==> src/rtl/smg_pkg.sv <==
// Shared types for the systolic matrix-multiply grid.
package smg_pkg;

    // Controller phases: waiting, accumulating, draining results.
    typedef enum logic [1:0] {
        ST_IDLE  = 2'd0,
        ST_RUN   = 2'd1,
        ST_DRAIN = 2'd2
    } smg_state_e;

endpackage

==> src/rtl/smg_dot_cell.sv <==
// SIMD dot-product cell: multiplies LANES signed W-bit pairs and adds the
// products, sign-extended to OUT_W. Purely combinational.
// Assumes OUT_W >= 2*W + clog2(LANES).
module smg_dot_cell #(
    parameter int W     = 8,
    parameter int LANES = 2,
    parameter int OUT_W = 19
) (
    input  logic [LANES*W-1:0]       a_vec,
    input  logic [LANES*W-1:0]       b_vec,
    output logic signed [OUT_W-1:0]  dot
);

    logic signed [2*W-1:0] prod [LANES];

    // One signed multiplier per lane.
    for (genvar l = 0; l < LANES; l++) begin : g_lane
        assign prod[l] = $signed(a_vec[l*W +: W]) * $signed(b_vec[l*W +: W]);
    end

    // Adder tree written as a chain; each term is sign-extended first.
    always_comb begin
        logic signed [OUT_W-1:0] sum;
        logic signed [OUT_W-1:0] ext;
        sum = '0;
        for (int l = 0; l < LANES; l++) begin
            ext = prod[l];
            sum = sum + ext;
        end
        dot = sum;
    end

endmodule

==> src/rtl/smg_pe.sv <==
// Processing element: forwards A right and B down one cycle later with
// their valids, and accumulates the lane dot product when both valids are
// high, enabled, and fewer than BEATS beats have been taken. During a
// drain its accumulator takes the value of the element above it.
// Assumes clr takes priority over shift and accumulation.
module smg_pe #(
    parameter int W     = 8,
    parameter int LANES = 2,
    parameter int ACC_W = 19,
    parameter int BEATS = 3,
    localparam int CNT_W = $clog2(BEATS + 1)
) (
    input  logic                    clk,
    input  logic                    rst_n,
    input  logic                    clr,
    input  logic                    en,
    input  logic                    shift,
    input  logic [LANES*W-1:0]      a_in,
    input  logic                    a_vin,
    input  logic [LANES*W-1:0]      b_in,
    input  logic                    b_vin,
    input  logic [ACC_W-1:0]        acc_above,
    output logic [LANES*W-1:0]      a_out,
    output logic                    a_vout,
    output logic [LANES*W-1:0]      b_out,
    output logic                    b_vout,
    output logic [ACC_W-1:0]        acc_out,
    output logic                    done
);

    logic signed [ACC_W-1:0] dot;
    logic signed [ACC_W-1:0] acc_q;
    logic [CNT_W-1:0]        cnt_q;
    logic                    fire;

    smg_dot_cell #(.W(W), .LANES(LANES), .OUT_W(ACC_W)) u_cell (
        .a_vec (a_in),
        .b_vec (b_in),
        .dot   (dot)
    );

    assign done    = (cnt_q == CNT_W'(BEATS));
    assign fire    = en && a_vin && b_vin && !done;
    assign acc_out = acc_q;

    // Operand pipeline registers toward the right and lower neighbours.
    always_ff @(posedge clk) begin
        if (!rst_n) begin
            a_out  <= '0;
            a_vout <= 1'b0;
            b_out  <= '0;
            b_vout <= 1'b0;
        end else begin
            a_out  <= a_in;
            a_vout <= a_vin;
            b_out  <= b_in;
            b_vout <= b_vin;
        end
    end

    // Accumulator and beat counter: clear, drain shift, or accumulate.
    always_ff @(posedge clk) begin
        if (!rst_n) begin
            acc_q <= '0;
            cnt_q <= '0;
        end else if (clr) begin
            acc_q <= '0;
            cnt_q <= '0;
        end else if (shift) begin
            acc_q <= acc_above;
        end else if (fire) begin
            acc_q <= acc_q + dot;
            cnt_q <= cnt_q + 1'b1;
        end
    end

    logic [ACC_W:0] wide_sum;
    assign wide_sum = {acc_q[ACC_W-1], acc_q} + {dot[ACC_W-1], dot};

    AST_NO_OVERFLOW: assert property (@(posedge clk) disable iff (!rst_n)
        fire && !clr && !shift |-> wide_sum[ACC_W] == wide_sum[ACC_W-1]);
    AST_BEAT_LIMIT: assert property (@(posedge clk) disable iff (!rst_n)
        cnt_q <= CNT_W'(BEATS));
    AST_DONE_HOLD: assert property (@(posedge clk) disable iff (!rst_n)
        done && !clr |=> done);
    AST_CLEAR_ZERO: assert property (@(posedge clk) disable iff (!rst_n)
        clr |=> acc_q == '0 && cnt_q == '0);

endmodule

==> src/rtl/smg_ctrl.sv <==
// Central controller: accepts start outside a drain, enables accumulation
// until every element reports done, then runs a ROWS-cycle drain that
// shifts results down and flags each row on the output.
// Assumes all_done is the AND of every element's done flag.
module smg_ctrl
    import smg_pkg::*;
#(
    parameter int ROWS = 3,
    localparam int ROW_W = (ROWS > 1) ? $clog2(ROWS) : 1
) (
    input  logic             clk,
    input  logic             rst_n,
    input  logic             start,
    input  logic             all_done,
    output logic             clr,
    output logic             en,
    output logic             shift,
    output logic             busy,
    output logic             out_valid,
    output logic [ROW_W-1:0] out_row
);

    smg_state_e       state_q;
    logic [ROW_W-1:0] row_q;

    assign clr       = start && (state_q != ST_DRAIN);
    assign en        = (state_q == ST_RUN);
    assign shift     = (state_q == ST_DRAIN);
    assign busy      = (state_q != ST_IDLE);
    assign out_valid = (state_q == ST_DRAIN);
    assign out_row   = ROW_W'(ROWS - 1) - row_q;

    // Phase sequencing and drain row counting.
    always_ff @(posedge clk) begin
        if (!rst_n) begin
            state_q <= ST_IDLE;
            row_q   <= '0;
        end else begin
            case (state_q)
                ST_IDLE: begin
                    if (start) state_q <= ST_RUN;
                end
                ST_RUN: begin
                    if (!start && all_done) begin
                        state_q <= ST_DRAIN;
                        row_q   <= '0;
                    end
                end
                ST_DRAIN: begin
                    row_q <= row_q + 1'b1;
                    if (row_q == ROW_W'(ROWS - 1)) state_q <= ST_IDLE;
                end
                default: state_q <= ST_IDLE;
            endcase
        end
    end

    AST_START_IGNORED: assert property (@(posedge clk) disable iff (!rst_n)
        (state_q == ST_DRAIN) && start |=> state_q != ST_RUN);
    AST_DRAIN_ROWS: assert property (@(posedge clk) disable iff (!rst_n)
        (state_q == ST_DRAIN) |-> row_q <= ROW_W'(ROWS - 1));
    AST_DRAIN_ENTRY: assert property (@(posedge clk) disable iff (!rst_n)
        $rose(out_valid) |-> $past(all_done) && out_row == ROW_W'(ROWS - 1));

endmodule

==> src/rtl/smg_array.sv <==
// Top of the output-stationary grid: ROWS x COLS processing elements
// with nearest-neighbour links, edge feeder inputs, and a bottom-row
// collector output. Assumes K is a multiple of LANES and the external
// feeder skews row i and column j by i and j cycles.
module smg_array
    import smg_pkg::*;
#(
    parameter int ROWS  = 3,
    parameter int COLS  = 2,
    parameter int W     = 8,
    parameter int LANES = 2,
    parameter int K     = 6,
    localparam int BEATS = K / LANES,
    localparam int ACC_W = 2 * W + $clog2(K),
    localparam int ROW_W = (ROWS > 1) ? $clog2(ROWS) : 1,
    localparam int VEC_W = LANES * W
) (
    input  logic                    clk,
    input  logic                    rst_n,
    input  logic                    start,
    input  logic [ROWS-1:0]         a_valid,
    input  logic [ROWS*VEC_W-1:0]   a_data,
    input  logic [COLS-1:0]         b_valid,
    input  logic [COLS*VEC_W-1:0]   b_data,
    output logic                    busy,
    output logic                    out_valid,
    output logic [ROW_W-1:0]        out_row,
    output logic [COLS*ACC_W-1:0]   out_data
);

    logic [VEC_W-1:0] a_lnk  [ROWS][COLS+1];
    logic             av_lnk [ROWS][COLS+1];
    logic [VEC_W-1:0] b_lnk  [ROWS+1][COLS];
    logic             bv_lnk [ROWS+1][COLS];
    logic [ACC_W-1:0] acc_lnk [ROWS+1][COLS];
    logic [ROWS*COLS-1:0] done_vec;
    logic clr, en, shift;

    // Left-edge feeders.
    for (genvar i = 0; i < ROWS; i++) begin : g_left
        assign a_lnk[i][0]  = a_data[i*VEC_W +: VEC_W];
        assign av_lnk[i][0] = a_valid[i];
    end

    // Top-edge feeders, the zero source of the drain chains, and the collector.
    for (genvar j = 0; j < COLS; j++) begin : g_top
        assign b_lnk[0][j]   = b_data[j*VEC_W +: VEC_W];
        assign bv_lnk[0][j]  = b_valid[j];
        assign acc_lnk[0][j] = '0;
        assign out_data[j*ACC_W +: ACC_W] = acc_lnk[ROWS][j];
    end

    // The grid of processing elements.
    for (genvar i = 0; i < ROWS; i++) begin : g_row
        for (genvar j = 0; j < COLS; j++) begin : g_col
            smg_pe #(.W(W), .LANES(LANES), .ACC_W(ACC_W), .BEATS(BEATS)) u_pe (
                .clk       (clk),
                .rst_n     (rst_n),
                .clr       (clr),
                .en        (en),
                .shift     (shift),
                .a_in      (a_lnk[i][j]),
                .a_vin     (av_lnk[i][j]),
                .b_in      (b_lnk[i][j]),
                .b_vin     (bv_lnk[i][j]),
                .acc_above (acc_lnk[i][j]),
                .a_out     (a_lnk[i][j+1]),
                .a_vout    (av_lnk[i][j+1]),
                .b_out     (b_lnk[i+1][j]),
                .b_vout    (bv_lnk[i+1][j]),
                .acc_out   (acc_lnk[i+1][j]),
                .done      (done_vec[i*COLS + j])
            );
        end
    end

    smg_ctrl #(.ROWS(ROWS)) u_ctrl (
        .clk       (clk),
        .rst_n     (rst_n),
        .start     (start),
        .all_done  (&done_vec),
        .clr       (clr),
        .en        (en),
        .shift     (shift),
        .busy      (busy),
        .out_valid (out_valid),
        .out_row   (out_row)
    );

    AST_BUSY_IN_DRAIN: assert property (@(posedge clk) disable iff (!rst_n)
        out_valid |-> busy);
    AST_ROW_RANGE: assert property (@(posedge clk) disable iff (!rst_n)
        out_valid |-> out_row < ROW_W'(ROWS));

endmodule

==> config.mk <==
export PLATFORM = sky130hd
export DESIGN_NAME = smg_array
export DESIGN_NICKNAME = d
export VERILOG_FILES = /design/src/rtl/smg_pkg.sv /design/src/rtl/smg_dot_cell.sv /design/src/rtl/smg_pe.sv /design/src/rtl/smg_ctrl.sv /design/src/rtl/smg_array.sv
export SDC_FILE = /design/constraint.sdc
export NUM_CORES = 2
export LEC_CHECK = 0
export BUFFER_PORTS_ARGS = -buffer_cell sky130_fd_sc_hd__buf_2
export CORE_AREA = 2 2 371 373
export DETAILED_ROUTE_END_ITERATION = 7
export DIE_AREA = 0 0 373 375
export PLACE_DENSITY = 0.54
export SKIP_LAST_GASP = 1
export SLEW_MARGIN = 10
export SYNTH_ARGS = -nofsm -noshare
export SYNTH_HDL_FRONTEND = slang
export SYNTH_SLANG_ARGS = --single-unit
==> constraint.sdc <==
create_clock -name clk -period 6.98 [get_ports clk]
set_input_delay 1.047 -clock clk [delete_from_list [all_inputs] [get_ports clk]]
set_output_delay 1.047 -clock clk [all_outputs]
set_load 0.02 [all_outputs]
==> impl_metrics.toml <==
[timing]
tightest_slew_ns = 1.07
finalHoldViolCount = 0
final.setup.worst_slack_ns = 0.514
max-slew-margin-rel_pct = 28.6
finalCriticalPeriod_ns = 6.47
fin_setup_tns_ns = 0
fin_hold_ws_ns = 0.455
finalClockSkew_ns = 0.0479
slew_violations = 0
min_period_over_period_pct = 92.6
fmaxAchievable_ghz = 0.155
rsz0062_at_grt = "no"
setup_viol_count_final = 0

[worst_setup_path]
crit_path_max_incr_delay_ns = 0.63
path_cells = "clkinv_1 > fa_1 > inv_1 > fa_1 > inv_1 > fa_1 > fa_1 > inv_1 > fa_1 > inv_1 > fa_1 > inv_1 > ha_1 > or4_4 > o21bai_1 > a21oi_2 > a21oi_1 > a311oi_2 > a21oi_1 > xnor2_1 > o22ai_1"
critPathBufInv = 6
crit_arrival_ns = 6.89
start_kind = "register"
cp_common_cell = "fa_1"
critPathCaptureType = "register"
cp_slowest_cell = "fa_1"
largest_fanout_on_the_critical_path = 8
worst_ep_required_time_ns = 7.40
worst_path_dominant_cell_family = "adder cells"
critPathKind = "register to register"

[layout]
num-nets-final = 6649
areaGrowthSynthToFinish_pct = 8.12
postLayoutCoreUtil_pct = 37.5
layout-drive-gt1-share_pct = 4.96

[synth]
syn-cell-area_um2 = 47200
synth_enable_flop_cells = 0
syn_area_per_cell_um2 = 9.52
seq_area_frac_synth_pct = 10.6
mappedNetlistNets = 6556
yosys.cell_types.count = 63
netlist_instances = 4961
async_reset_ff_share_pct = 0
synth_seq_cells = 249
synthesis.yosys.warnings = 0
synth_top_flop_cell = "dfxtp_1"

[cts]
cts.sink_count = 249
cts_repair_resize_count = 0
post_cts_hold_buffer_count = 0
worstSkewPairLatency_ns = 0.59
tritoncts_buffers = 35
cts-root-to-sink-buffers = 3
clock_tree.htree_level_count = 2
cts_setup_buffers = 0
tritoncts = "yes"
clkTransAtPathRegs_ns = 0.06
root_buffer = "clkbuf_16"

[route]
antenna_left = 0
vias = 31782
drt_iter0_drc = 1316
drt_drc_violations_left = 0
per_cell_routed_wire_length_um = 17.6
finalWirelength_um = 121000
drt_pass1_iterations = 5
vias_per_inst = 4.62

[pwr]
netSwitchingPower_mw = 7.93
sw_frac_of_total_pct = 49.2
total_internal_power_mw = 8.19
leakage_nw = 25.9
pwr-share-clk_pct = 11.6
p_per_area_nw_per_um2 = 316
worst_ir_drop_vdd_v = 0.000803
seq_power_share_pct = 10.4
pwr-share-comb_pct = 78.0

[global_route]
antenna_found_initial = 8
grt_max_degree = 89
grt.total_usage_pct = 18.3
global_route_wire_length_before_repair_um = 200000
first_global_vias = 35214
grt_overflow = 0

[die]
die-width_um = 373
rows = 136
chipHeight_um = 375
start_util_pct = 34.6
coreArea_um2 = 136000
io-pin-count = 130
area_of_the_die_um2 = 140000

[placement]
io_buffer_count = 129
hpwl_um = 105000
global_placement_routability_congestion = 0.862
detailedPlace.worstSlack_ns = 0.0524

[outcome]
run_status = "completed"

[job]
cap_violations = 0

[worst_hold_path]
hold_path.class = "register to register"
-- flip-flops by register name (all words and copies together), names as in the netlist --
register	count
g_row.g_col.u_pe.cnt_q	12
g_row.g_col.u_pe.a_out	48
g_row.g_col.u_pe.b_out	64
u_ctrl.row_q	2
g_row.g_col.u_pe.a_vout	3
g_row.g_col.u_pe.acc_out	114
g_row.g_col.u_pe.b_vout	4
u_ctrl.state_q	2
-- layer usage --
| layer | GRT usage (%) | share of wire [%] | vias to the layer above |
|---|---|---|---|
| li1 | - | - | 14893 |
| met1 | 24.1 | 44 | 16301 |
| met2 | 32.7 | 51 | 473 |
| met3 | 1.37 | 2.7 | 115 |
| met4 | 3.95 | 2.1 | 0 |
| met5 | 0 | 0 | - |
-- path summary, 6_finish.rpt --
path | cells after the start | endpoint | slack (ns) | start
setup reg to reg | 21 | g_row[2].g_col[0].u_pe.acc_out[18] | 0.51 | g_row[1].g_col[0].u_pe.b_out[15]
hold / removal | 1 | g_row[1].g_col[0].u_pe.b_vout | 0.46 | g_row[0].g_col[0].u_pe.b_vout
hold reg to reg | 1 | g_row[1].g_col[0].u_pe.b_vout | 0.46 | g_row[0].g_col[0].u_pe.b_vout
setup / recovery | 21 | g_row[2].g_col[0].u_pe.acc_out[18] | 0.51 | g_row[1].g_col[0].u_pe.b_out[15]
-- through the flow --
| step | power [mW] | std cells | instance area [µm²] |
|---|---|---|---|
| final | 16.1 | 6876 | 51100 |
| after global routing | 18.2 | 6876 | 51100 |
| after CTS | 16.3 | 6874 | 51100 |
| after detailed placement | 14.3 | 6811 | 49900 |
| after global placement | 14.3 | 6811 | 49900 |
| after floorplan | 11.5 | 4961 | 47200 |
-- cells in the final DEF (no fill, tap or decap), types with 23 or more instances in the layout --
cell       instances
buf_2            128
xnor2_1          118
nand2_1          359
nor2b_1           33
a22oi_1           72
dfxtp_1          249
a21oi_1          145
ha_1             493
buf_4             41
fa_1            1014
clkbuf_16         36
nand2b_1          23
inv_1           1344
nor2_1           117
o21ai_0           59
and2_1           567
xor2_1            30
-- power by group through the flow --
| stage | clock network [mW] | logic (mW) | registers [mW] |
|---|---|---|---|
| after global routing | 1.98 | 14.6 | 1.69 |
| after detailed placement | 0 | 12.6 | 1.72 |
| after global placement | 0 | 12.5 | 1.72 |
| final | 1.87 | 12.6 | 1.68 |
| after CTS | 1.93 | 12.7 | 1.68 |
| after floorplan | 0 | 9.95 | 1.58 |
-- synthesized netlist by cell type (all sizes together), types with 21 or more instances --
cell	n	area share (%)
a21o	21	0.34
a21oi	147	1.6
a22oi	72	1.1
and2	568	7.5
buf	45	0.68
clkbuf	68	0.54
dfxtp	249	11
fa	1014	43
ha	493	13
inv	1345	11
nand2	360	2.9
nand2b	23	0.30
nand3	21	0.22
nor2	117	0.93
nor2b	33	0.44
o21a	22	0.35
o21ai	59	0.63
xnor2	118	2.2
xor2	30	0.56
-- final cells by class --
class	instances	area, µm²
Antenna cell	2	5.00
Clock buffer	44	971
Clock inverter	19	218
Fill cell	13816	85200
Inverter	1353	5080
Multi-Input combinational cell	3246	36600
Sequential cell	249	4980
Tap cell	1794	2240
Timing Repair Buffer	169	948
-- logic make-up (layout without fill, tap and decap cells) --
family / after synthesis / count (layout) / share of synthesized area (%)
adder cells (fa/ha/maj): 1507 / 1507 / 56.1
other: 0 / 2 / 0
multiplexers: 6 / 6 / 0.132
AO/OA/AOI/OAI: 416 / 416 / 5.59
buffers and inverters: 1466 / 1585 / 12.0
XOR/XNOR: 148 / 148 / 2.75
AND/OR/NAND/NOR: 1169 / 1169 / 13.0
flip-flops: 249 / 249 / 10.6
-- worst register-to-register path, stage by stage, from the launching register on --
cell      delay (ns)
dfxtp_1         0.48
clkinv_1        0.39
fa_1            0.63
inv_1           0.06
fa_1            0.50
inv_1           0.05
fa_1            0.46
fa_1            0.52
inv_1           0.05
fa_1            0.54
inv_1           0.05
fa_1            0.50
inv_1           0.06
ha_1            0.21
or4_4           0.50
o21bai_1        0.20
a21oi_2         0.20
a21oi_1         0.14
a311oi_2        0.39
a21oi_1         0.14
xnor2_1         0.16
o22ai_1         0.09
No activity file was read; power rests on OpenSTA's default activity.
